**src/rtl/regwin_pkg.sv**
```systemverilog
package regwin_pkg;
  localparam int OFF_W  = 12;
  localparam int DATA_W = 16;

  typedef struct packed {
    logic [OFF_W-1:0]  off;
    logic [DATA_W-1:0] data;
  } wr_entry_t;

  typedef enum logic [1:0] {
    ENG_IDLE = 2'd0,
    ENG_WR   = 2'd1,
    ENG_RD   = 2'd2
  } eng_state_t;
endpackage

```
**src/rtl/regwin_wfifo.sv**
```systemverilog
module regwin_wfifo
  import regwin_pkg::*;
#(
  parameter int DEPTH = 8
) (
  input  logic      clk,
  input  logic      rst_n,
  input  logic      push,
  input  wr_entry_t push_data,
  input  logic      pop,
  output wr_entry_t head,
  output logic      full,
  output logic      empty
);
  localparam int PTR_W = (DEPTH > 1) ? $clog2(DEPTH) : 1;
  localparam int CNT_W = $clog2(DEPTH + 1);

  wr_entry_t        store_q [DEPTH];
  logic [PTR_W-1:0] wptr_q, rptr_q, wptr_n, rptr_n;
  logic [CNT_W-1:0] cnt_q, cnt_n;

  function automatic logic [PTR_W-1:0] ptr_inc(input logic [PTR_W-1:0] p);
    return (p == PTR_W'(DEPTH - 1)) ? '0 : p + 1'b1;
  endfunction

  always_comb begin
    wptr_n = wptr_q;
    rptr_n = rptr_q;
    cnt_n  = cnt_q;
    if (push) wptr_n = ptr_inc(wptr_q);
    if (pop)  rptr_n = ptr_inc(rptr_q);
    if (push && !pop)      cnt_n = cnt_q + 1'b1;
    else if (pop && !push) cnt_n = cnt_q - 1'b1;
  end

  always_ff @(posedge clk or negedge rst_n) begin
    if (!rst_n) begin
      wptr_q <= '0;
      rptr_q <= '0;
      cnt_q  <= '0;
    end else begin
      wptr_q <= wptr_n;
      rptr_q <= rptr_n;
      cnt_q  <= cnt_n;
    end
  end

  always_ff @(posedge clk) begin
    if (push) store_q[wptr_q] <= push_data;
  end

  assign head  = store_q[rptr_q];
  assign full  = (cnt_q == CNT_W'(DEPTH));
  assign empty = (cnt_q == '0);

  p_no_pop_empty_r7: assert property (@(posedge clk) disable iff (!rst_n)
    pop |-> !empty);
  p_cnt_bound_r5: assert property (@(posedge clk) disable iff (!rst_n)
    cnt_q <= CNT_W'(DEPTH));
endmodule

```
**src/rtl/regwin_remote_rf.sv**
```systemverilog
module regwin_remote_rf
  import regwin_pkg::*;
#(
  parameter int WORDS = 64
) (
  input  logic                       clk,
  input  logic                       rst_n,
  input  logic                       we,
  input  logic                       re,
  input  logic [$clog2(WORDS)-1:0]   idx,
  input  logic [DATA_W-1:0]          wdata,
  output logic [DATA_W-1:0]          rdata
);
  logic [DATA_W-1:0] mem_q [WORDS];
  logic [DATA_W-1:0] rdata_q;

  always_ff @(posedge clk or negedge rst_n) begin
    if (!rst_n) begin
      for (int i = 0; i < WORDS; i++) mem_q[i] <= '0;
      rdata_q <= '0;
    end else begin
      if (we) mem_q[idx] <= wdata;
      if (re) rdata_q <= mem_q[idx];
    end
  end

  assign rdata = rdata_q;

  p_single_access_r9: assert property (@(posedge clk) disable iff (!rst_n)
    !(we && re));
endmodule

```
**src/rtl/regwin_engine.sv**
```systemverilog
module regwin_engine
  import regwin_pkg::*;
#(
  parameter int XFER_CYC = 16,
  parameter int RF_WORDS = 64
) (
  input  logic                          clk,
  input  logic                          rst_n,
  input  logic                          fifo_empty,
  input  wr_entry_t                     fifo_head,
  output logic                          fifo_pop,
  input  logic                          rd_req,
  input  logic [OFF_W-1:0]              rd_off,
  output logic                          rd_done,
  output logic                          rd_active,
  output logic                          rf_we,
  output logic                          rf_re,
  output logic [$clog2(RF_WORDS)-1:0]   rf_idx,
  output logic [DATA_W-1:0]             rf_wdata
);
  localparam int IDX_W = $clog2(RF_WORDS);
  localparam int CNT_W = (XFER_CYC > 1) ? $clog2(XFER_CYC) : 1;

  eng_state_t       st_q, st_n;
  logic [CNT_W-1:0] cnt_q, cnt_n;
  wr_entry_t        ent_q, ent_n;
  logic             ent_en;
  logic             unused_hi;

  always_comb begin
    st_n     = st_q;
    cnt_n    = cnt_q;
    ent_n    = ent_q;
    ent_en   = 1'b0;
    fifo_pop = 1'b0;
    rf_we    = 1'b0;
    rf_re    = 1'b0;
    rd_done  = 1'b0;
    unique case (st_q)
      ENG_IDLE: begin
        if (!fifo_empty) begin
          fifo_pop = 1'b1;
          ent_n    = fifo_head;
          ent_en   = 1'b1;
          st_n     = ENG_WR;
          cnt_n    = CNT_W'(XFER_CYC - 1);
        end else if (rd_req) begin
          rf_re = 1'b1;
          st_n  = ENG_RD;
          cnt_n = CNT_W'(XFER_CYC - 1);
        end
      end
      ENG_WR: begin
        if (cnt_q == '0) begin
          rf_we = 1'b1;
          st_n  = ENG_IDLE;
        end else begin
          cnt_n = cnt_q - 1'b1;
        end
      end
      ENG_RD: begin
        if (cnt_q == '0) begin
          rd_done = 1'b1;
          st_n    = ENG_IDLE;
        end else begin
          cnt_n = cnt_q - 1'b1;
        end
      end
      default: st_n = ENG_IDLE;
    endcase
  end

  always_ff @(posedge clk or negedge rst_n) begin
    if (!rst_n) begin
      st_q  <= ENG_IDLE;
      cnt_q <= '0;
    end else begin
      st_q  <= st_n;
      cnt_q <= cnt_n;
    end
  end

  always_ff @(posedge clk or negedge rst_n) begin
    if (!rst_n)      ent_q <= '0;
    else if (ent_en) ent_q <= ent_n;
  end

  assign rd_active = (st_q == ENG_RD);
  assign rf_idx    = (st_q == ENG_WR) ? ent_q.off[IDX_W-1:0] : rd_off[IDX_W-1:0];
  assign rf_wdata  = ent_q.data;
  assign unused_hi = ^{ent_q.off[OFF_W-1:IDX_W], rd_off[OFF_W-1:IDX_W]};

  p_hold_phase_r8: assert property (@(posedge clk) disable iff (!rst_n)
    (st_q != ENG_IDLE && cnt_q != '0) |=> (st_q == $past(st_q)));
  p_done_only_read_r3: assert property (@(posedge clk) disable iff (!rst_n)
    rd_done |-> rd_req);
endmodule

```
**src/rtl/regwin_bridge.sv**
```systemverilog
module regwin_bridge
  import regwin_pkg::*;
#(
  parameter int FIFO_DEPTH = 8,
  parameter int XFER_CYC   = 16,
  parameter int RF_WORDS   = 64
) (
  input  logic        clk,
  input  logic        rst_n,
  input  logic        host_wr_en,
  input  logic [15:0] host_addr,
  input  logic [31:0] host_wdata,
  output logic [31:0] host_rdata
);
  localparam logic [15:0] A_CMD    = 16'h0010;
  localparam logic [15:0] A_RESULT = 16'h0014;
  localparam logic [15:0] A_QSTAT  = 16'h0018;
  localparam logic [3:0]  WIN_PAGE = 4'h8;
  localparam int          IDX_W    = $clog2(RF_WORDS);

  logic              cmd_hit, win_hit, cmd_take;
  logic              busy_q, busy_n;
  logic              ovf_q, ovf_n;
  logic [OFF_W-1:0]  echo_q, echo_n;
  logic [DATA_W-1:0] res_q, res_n;
  logic              push, pop, full, empty;
  wr_entry_t         push_ent, head;
  logic              rd_done, rd_active;
  logic              rf_we, rf_re;
  logic [IDX_W-1:0]  rf_idx;
  logic [DATA_W-1:0] rf_wdata, rf_rdata;
  logic              unused_wd;

  assign cmd_hit  = host_wr_en && (host_addr == A_CMD);
  assign win_hit  = host_wr_en && (host_addr[15:12] == WIN_PAGE);
  assign cmd_take = cmd_hit && !busy_q;
  assign push     = win_hit && !full;
  assign push_ent = '{off: host_addr[OFF_W-1:0], data: host_wdata[DATA_W-1:0]};
  assign unused_wd = ^host_wdata[31:DATA_W];

  always_comb begin
    busy_n = busy_q;
    echo_n = echo_q;
    res_n  = res_q;
    ovf_n  = ovf_q;
    if (cmd_take) begin
      busy_n = 1'b1;
      echo_n = host_wdata[OFF_W-1:0];
    end else if (rd_done) begin
      busy_n = 1'b0;
      res_n  = rf_rdata;
    end
    if (win_hit && full) ovf_n = 1'b1;
  end

  always_ff @(posedge clk or negedge rst_n) begin
    if (!rst_n) begin
      busy_q <= 1'b0;
      echo_q <= '0;
      res_q  <= '0;
      ovf_q  <= 1'b0;
    end else begin
      busy_q <= busy_n;
      echo_q <= echo_n;
      res_q  <= res_n;
      ovf_q  <= ovf_n;
    end
  end

  always_comb begin
    host_rdata = '0;
    unique case (host_addr)
      A_RESULT: host_rdata = {busy_q, 3'b000, echo_q, res_q};
      A_QSTAT:  host_rdata = {20'd0, full, empty, 9'd0, ovf_q};
      default:  host_rdata = '0;
    endcase
  end

  regwin_wfifo #(.DEPTH(FIFO_DEPTH)) u_fifo (
    .clk(clk), .rst_n(rst_n), .push(push), .push_data(push_ent),
    .pop(pop), .head(head), .full(full), .empty(empty)
  );

  regwin_engine #(.XFER_CYC(XFER_CYC), .RF_WORDS(RF_WORDS)) u_eng (
    .clk(clk), .rst_n(rst_n), .fifo_empty(empty), .fifo_head(head),
    .fifo_pop(pop), .rd_req(busy_q), .rd_off(echo_q), .rd_done(rd_done),
    .rd_active(rd_active), .rf_we(rf_we), .rf_re(rf_re), .rf_idx(rf_idx),
    .rf_wdata(rf_wdata)
  );

  regwin_remote_rf #(.WORDS(RF_WORDS)) u_rf (
    .clk(clk), .rst_n(rst_n), .we(rf_we), .re(rf_re), .idx(rf_idx),
    .wdata(rf_wdata), .rdata(rf_rdata)
  );

  p_ovf_sticky_r6: assert property (@(posedge clk) disable iff (!rst_n)
    ovf_q |=> ovf_q);
  p_read_after_drain_r7: assert property (@(posedge clk) disable iff (!rst_n)
    $rose(rd_active) |-> $past(empty));
  p_busy_on_cmd_r2: assert property (@(posedge clk) disable iff (!rst_n)
    (cmd_hit && !busy_q) |=> busy_q);
  p_busy_cmd_ignored_r9: assert property (@(posedge clk) disable iff (!rst_n)
    (cmd_hit && busy_q && !rd_done) |=> $stable(echo_q));
endmodule

```
**config.mk**
```make
export PLATFORM = sky130hd
export DESIGN_NAME = regwin_bridge
export DESIGN_NICKNAME = d
export VERILOG_FILES = /design/src/rtl/regwin_pkg.sv /design/src/rtl/regwin_wfifo.sv /design/src/rtl/regwin_remote_rf.sv /design/src/rtl/regwin_engine.sv /design/src/rtl/regwin_bridge.sv
export SDC_FILE = /design/constraint.sdc
export NUM_CORES = 2
export LEC_CHECK = 0
export CAP_MARGIN = 20
export CORE_MARGIN = 2
export CORE_UTILIZATION = 55
export CTS_CLUSTER_DIAMETER = 50
export DETAILED_ROUTE_END_ITERATION = 8
export HOLD_SLACK_MARGIN = 0.15
export PLACE_DENSITY = 0.69
export SLEW_MARGIN = 20
export SYNTH_ARGS = -nofsm -noshare
export SYNTH_HDL_FRONTEND = slang
export SYNTH_HIERARCHICAL = 1
export SYNTH_SLANG_ARGS = --single-unit
```
**constraint.sdc**
```tcl
create_clock -name clk -period 5.9 [get_ports clk]
set_clock_uncertainty 0.1 [all_clocks]
set_input_delay 1.18 -clock clk [delete_from_list [all_inputs] [get_ports clk]]
set_output_delay 1.18 -clock clk [all_outputs]
set_load 0.01 [all_outputs]
```
After elaboration in Yosys (flattened, before gate mapping)
Memory sizes are Yosys's and may differ from the RTL's. A register that Yosys moved wholly into a read port is not among the register bits.
Cells that the tools add are included.

operators by class
  eq/ne operators = 12
  reduce and logical (&&, ||, !) cells = 24
  add/subtract/negate cells = 5
  mux-type cells = 32
  $lt $le $gt $ge = 2
  bitwise operators = 3

operators by type and width
  operator                                                                       count
  1024-bit bitwise mux                                                           1
  16-bit binary-select mux with 6-bit select                                     1
  16-bit demux with 6-bit select                                                 1
  32-bit one-hot mux with 2 select lines                                         1
  16-bit by 5-bit equality test with 1-bit output (second input constant)        3
  16-bit two-way mux                                                             3
  4-bit two-way mux                                                              5
  1-bit two-way mux                                                              12
  4-bit equality test (second input constant)                                    2
  1-bit logical AND                                                              8
  4-bit zero test                                                                2
  4-bit one-hot mux with 2 select lines                                          1
  4-bit by 1-bit subtractor with 4-bit output (second input constant)            2
  7-bit greater-or-equal comparator (second input constant)                      1
  7-bit by 1-bit less-than comparator with 1-bit output (second input constant)  1
  6-bit inverter with 7-bit output                                               1
  3-bit by 1-bit adder with 3-bit output (second input constant)                 2
  3-bit equality test (second input constant)                                    2
  2-bit two-way mux                                                              3
  3-bit two-way mux                                                              2
  6-bit two-way mux                                                              1
  3-bit AND reduction                                                            2
  2-bit nonzero test                                                             3
  1-bit zero test                                                                5
  11 further kinds                                                               13

storage, ports and cells
  register bits after elaboration = 1086
  memory bits (writable) = 224
  output and inout bits = 32
  memories kept = 1
  word-level logic and storage cells = 153

memories
  name            words  bits a word  read ports  clocked after memory_dff  write ports  line                source
  u_fifo.store_q  8      28           1           1                         1            regwin_wfifo.sv:18  wr_entry_t store_q [DEPTH];

Depth between registers and ports, before layout
  depth in word-level cells = 8
  mapped depth = 15

By module
The synthesis kept the hierarchy.

by module, submodules not included
  module            times used  area an instance (um^2)  sequential area each (um^2)  cells each
  regwin_remote_rf  1           47658.2                  26025.0                      3399
  regwin_wfifo      1           9148.8                   6976.7                       388
  regwin_engine     1           1536.5                   700.7                        118
  regwin_bridge     1           1508.9                   750.7                        114

Least setup slack after synthesis
Ideal clock, no wire load.

  path kind = input to register
  from = input host_addr[13]
  to = memory u_fifo/store_q[0][0] (netlist bit) (enable)
  arrival = 3.940 ns
  cell stages on the path = 5
  data required time = 5.352 ns
  setup slack = 1.412 ns
  buffers on the path = 0
  path through = nor3_2 > nand3_1 > nor2_1 > nand2b_1 > nor3_1

on the way
  longest elaborated chain between the ends = 5

RTL lines
  what                                     line                 source
  start: declaration                       regwin_bridge.sv:11  input logic [15:0] host_addr,
  4-bit equality test                      regwin_bridge.sv:35  assign win_hit = host_wr_en && (host_addr[15:12] == WIN_PAGE);
  1-bit logical AND                        regwin_bridge.sv:35
  1-bit logical AND                        regwin_bridge.sv:37  assign push = win_hit && !full;
  via push                                 regwin_bridge.sv:26  logic push, pop, full, empty;
  1-bit two-way mux                        regwin_wfifo.sv:49   if (push) store_q[wptr_q] <= push_data;
  1-bit two-way mux (implied by the code)  regwin_wfifo.sv:49
  end: declaration                         regwin_wfifo.sv:18

The timed path passes the listed nets, and every way through them passes these cells.

Final worst setup path
  from = input host_addr[1]
  to = output host_rdata[10]

on the way
  longest elaborated chain between the ends = 2
  elaborated cells between the ends (all ways) = 3
  those cells by class = 2 x eq/ne; 1 x mux

RTL lines
  what                                             line                 source
  16-bit by 5-bit equality test with 1-bit output  regwin_bridge.sv:72  unique case (host_addr)
  32-bit one-hot mux with 2 select lines (*)       regwin_bridge.sv:72
  end: declaration                                 regwin_bridge.sv:13  output logic [31:0] host_rdata

Every way passes the cells marked *; elsewhere a longest branch is shown, timed or not.

==> results.txt <==
STA classifies the critical path startpoint as a primary input. The first global-routing pass estimated 242000 µm of wire. For this run the aggregate overflow at the end of global routing stands at 0. The tool flagged a number of max-cap violations equal to 0. Number of hold buffers added after cts: 0.

The run finished with clean final reports. At the pin with the least slew margin, the transition time is 1.13 ns. In this run switching power makes up 36.6% of total power.

The power density over cell area works out to 415 mW/mm². A synthesized cell averages 14.7 µm². The startpoint identified for the worst hold timing path is ovf_q. The multi-input combinational cells in the finished layout cover a total of 0.0232 mm². The overall routed net length was 161000 µm; the endpoint required time on the critical path was 4.62 ns. Once the clock tree was built, the resizer swapped 0 gates to a different size. Setup violations remaining at the end of the flow were counted as 0. TritonCTS built the clock tree. In this run the worst setup path begins at host_addr[1]. Subtracting the final worst setup slack from the clock period gives 5.00 ns. Summed over all nets, the switching power comes to 0.00982 W. The H-tree generated during clock tree synthesis spans 4 levels.

The run gives 0.105 mm² as the core area. The run gives 0 as the post-detailed-route count of antenna-violating nets. After synthesis the cells add up to 0.0581 mm². The tools report the clock root buffer master as sky130_fd_sc_hd__clkbuf_16. Once the floorplan was initialized, standard cells occupied 55.3% of the core. For this run, the number of Yosys warnings is 6. Counting the fill cells in the layout gives 7933. The clock passes through at most 3 buffers.

The critical path is of the primary input to output pin type. The number of antenna violations at the first check in global routing is 3, and the maximum fanout along the worst path is 16. Detailed-route DRC error count: 0. Per report_power, the sequential group accounts for 37.6% of the total. The floorplan step defined a die boundary enclosing 0.108 mm². Measured along the x axis, the die boundary spans 329 µm. The logs give 0 for the number of buffers inserted by post-CTS setup repair and 0.0330 mm² for the sequential cell area in the final layout.

For the total via count in the routed design, the log shows 35.3k. The type of destination of the critical path is an output pin. Clock-pin slew was measured on the worst setup and hold paths at 0.06 ns. The floorplan has 119 rows.

The tools report the smallest setup slack after layout as 0.898 ns. Setup repair after global routing left no endpoint under its margin. Summing all placed instances gives a cell area of 0.0601 mm². Dividing the detail-routed wire length by the instance count gives 29.6 µm.

The highest achievable clock rate was 0.200 GHz. The kind of path behind the tightest hold check is flop to flop. The first detailed-routing pass took 6 iterations. The share of total power dissipated in combinational logic is 30.2%. The launch point of the worst reg-to-reg path was u_eng/st_q[1]. The final max-slew violation count was 0; the maximum VDD drop was 0.291 mV. Once layout is done, the placed cells without fillers occupy 0.0646 mm². The fraction of layout instances using a drive strength above 1 came out at 43.2%. Counting every instance in the synthesized netlist gives 3953. The number of DRC violations after detailed-routing iteration 0 is 3277. The global-route usage over all layers was 30.4%.

The congestion estimate from routability-driven global placement came to 0.911. The tools report the count of endpoints failing hold in the final timing report as 0. In this run the static leakage power is 29.7 nW.

The clock latency on the worst-skew pair was 0.75 ns. The run gives 36.4k as the number of global-route vias before repair. Counting the buffers created by CTS gives 142.

Post-synthesis to final-layout area growth: 11.4%. The share of the clock period used by the worst path is 84.8%. Clock tree synthesis found a total of 1284 sinks. 83 I/O pins were placed.

Entering global routing, the biggest net connects 124 pins. The height of the die is 329 µm, and the setup TNS is 0 ns. After detailed routing, the number of vias per cell comes to 6.48. OpenSTA, run right after detailed placement, puts the worst setup slack at 0.907 ns.

Headroom to the max-slew limit came out at 24.5%. The clock network is responsible for 32.2% of the overall power. Detailed placement ended at an HPWL of 97200 µm. The number of port buffers came out at 63. After the last flow step, the layout net total stands at 4007. The internal portion of the total power is 0.0170 W.

Data arrival time of the worst path: 3.72 ns.
## sequential cells by signal (all words and copies together) (netlist names)
signal and count:
u_fifo/cnt_q 4, u_eng/st_q 2, u_fifo/wptr_q 3, u_rf/rdata 16, u_fifo/store_q 176, res_q 16, ovf_q 1, u_eng/ent_q 6
u_eng/cnt_q 4, u_eng/rf_wdata 16, u_fifo/rptr_q 3, echo_q 12, busy_q 1, u_rf/mem_q 1024
## through the flow
stage,hold WS (ns),total power [W],utilization [%],instances
2_1_floorplan,0.337,0.0150,-,3955
3_3_place_gp,0.361,0.0181,57.2,5191
3_5_place_dp,0.368,0.0182,57.2,5191
4_1_cts,0.379,0.0268,61.6,5442
5_1_grt,0.407,0.0276,61.6,5442
6_report,0.378,0.0268,61.6,5443
## worst max-delay path: stages
cell and delay, ns:
sky130_fd_sc_hd__clkdlybuf4s50_1 0.58, sky130_fd_sc_hd__nor4b_4 0.48, sky130_fd_sc_hd__nand4_2 0.24, sky130_fd_sc_hd__nor2_2 0.18, sky130_fd_sc_hd__buf_4 0.31, sky130_fd_sc_hd__a22o_1 0.21
sky130_fd_sc_hd__clkdlybuf4s50_1 0.54
## cell type report
type                            instances  share of cell area, %
Timing Repair Buffer                  220                   3.15
Antenna cell                            1                0.00387
Clock buffer                          208                   6.48
Inverter                               15                 0.0890
Sequential cell                      1284                   51.1
Clock inverter                         43                  0.586
Multi-Input combinational cell       2281                   35.9
Tap cell                             1391                   2.69
## path summary, 6_finish.rpt
check                                endpoint  slack, ns  depth (start not counted)
max                            host_rdata[10]       0.90                          7
min                                     ovf_q       0.38                          1
max reg2reg                    u_rf/rdata[15]       1.09                          9
min reg2reg                             ovf_q       0.38                          1
max in group asynchronous  u_eng/rf_wdata[13]       3.94                          2
min in group asynchronous     u_rf/mem_q[315]       0.41                          1
## placed cells by master, fill, tap and decap left out, types with 7 or more instances in the layout
cell type,count
sky130_fd_sc_hd__mux2_2,1125
sky130_fd_sc_hd__dfrtp_1,1090
sky130_fd_sc_hd__edfxtp_1,176
sky130_fd_sc_hd__mux2i_1,174
sky130_fd_sc_hd__clkbuf_16,149
sky130_fd_sc_hd__buf_4,139
sky130_fd_sc_hd__mux4_2,102
sky130_fd_sc_hd__a22oi_1,88
sky130_fd_sc_hd__a221oi_1,83
sky130_fd_sc_hd__a21oi_1,69
sky130_fd_sc_hd__nor2_1,65
sky130_fd_sc_hd__nand2_1,65
sky130_fd_sc_hd__clkdlybuf4s50_1,62
sky130_fd_sc_hd__o21ai_0,55
sky130_fd_sc_hd__o22ai_1,44
sky130_fd_sc_hd__mux2_4,41
sky130_fd_sc_hd__clkbuf_1,35
sky130_fd_sc_hd__nand3_1,33
sky130_fd_sc_hd__nor2_2,30
sky130_fd_sc_hd__and2_1,30
sky130_fd_sc_hd__clkbuf_8,24
sky130_fd_sc_hd__a22o_1,19
sky130_fd_sc_hd__buf_12,18
sky130_fd_sc_hd__clkinv_2,17
sky130_fd_sc_hd__a31oi_1,17
sky130_fd_sc_hd__dfrtp_2,16
sky130_fd_sc_hd__a221o_1,16
sky130_fd_sc_hd__nand2_2,15
sky130_fd_sc_hd__mux2_1,13
sky130_fd_sc_hd__o211ai_1,13
sky130_fd_sc_hd__o2bb2ai_1,13
sky130_fd_sc_hd__inv_1,12
sky130_fd_sc_hd__ha_1,11
sky130_fd_sc_hd__nand2b_1,10
sky130_fd_sc_hd__a222oi_1,9
sky130_fd_sc_hd__nor2_4,8
sky130_fd_sc_hd__nand3b_1,7
## metal layers
metal  up-vias  global-route usage [%]  part of all wire [%]
met3       340                    5.89                   7.3
li1      14700                       -                     -
met2      1283                    47.3                    46
met1     18900                    42.4                    42
met4         0                    12.2                   4.0
met5         -                       0                     0
## power by group through the flow
stage / clock, W / combinational, W / sequential, W
finish: 0.00864 / 0.00810 / 0.0101
global route: 0.00915 / 0.00835 / 0.0101
CTS: 0.00879 / 0.00797 / 0.0101
detailed placement: 0 / 0.00795 / 0.0102
global placement: 0 / 0.00788 / 0.0102
floorplan: 0 / 0.00529 / 0.00970
Note: power is estimated with default switching activity, not from simulation.
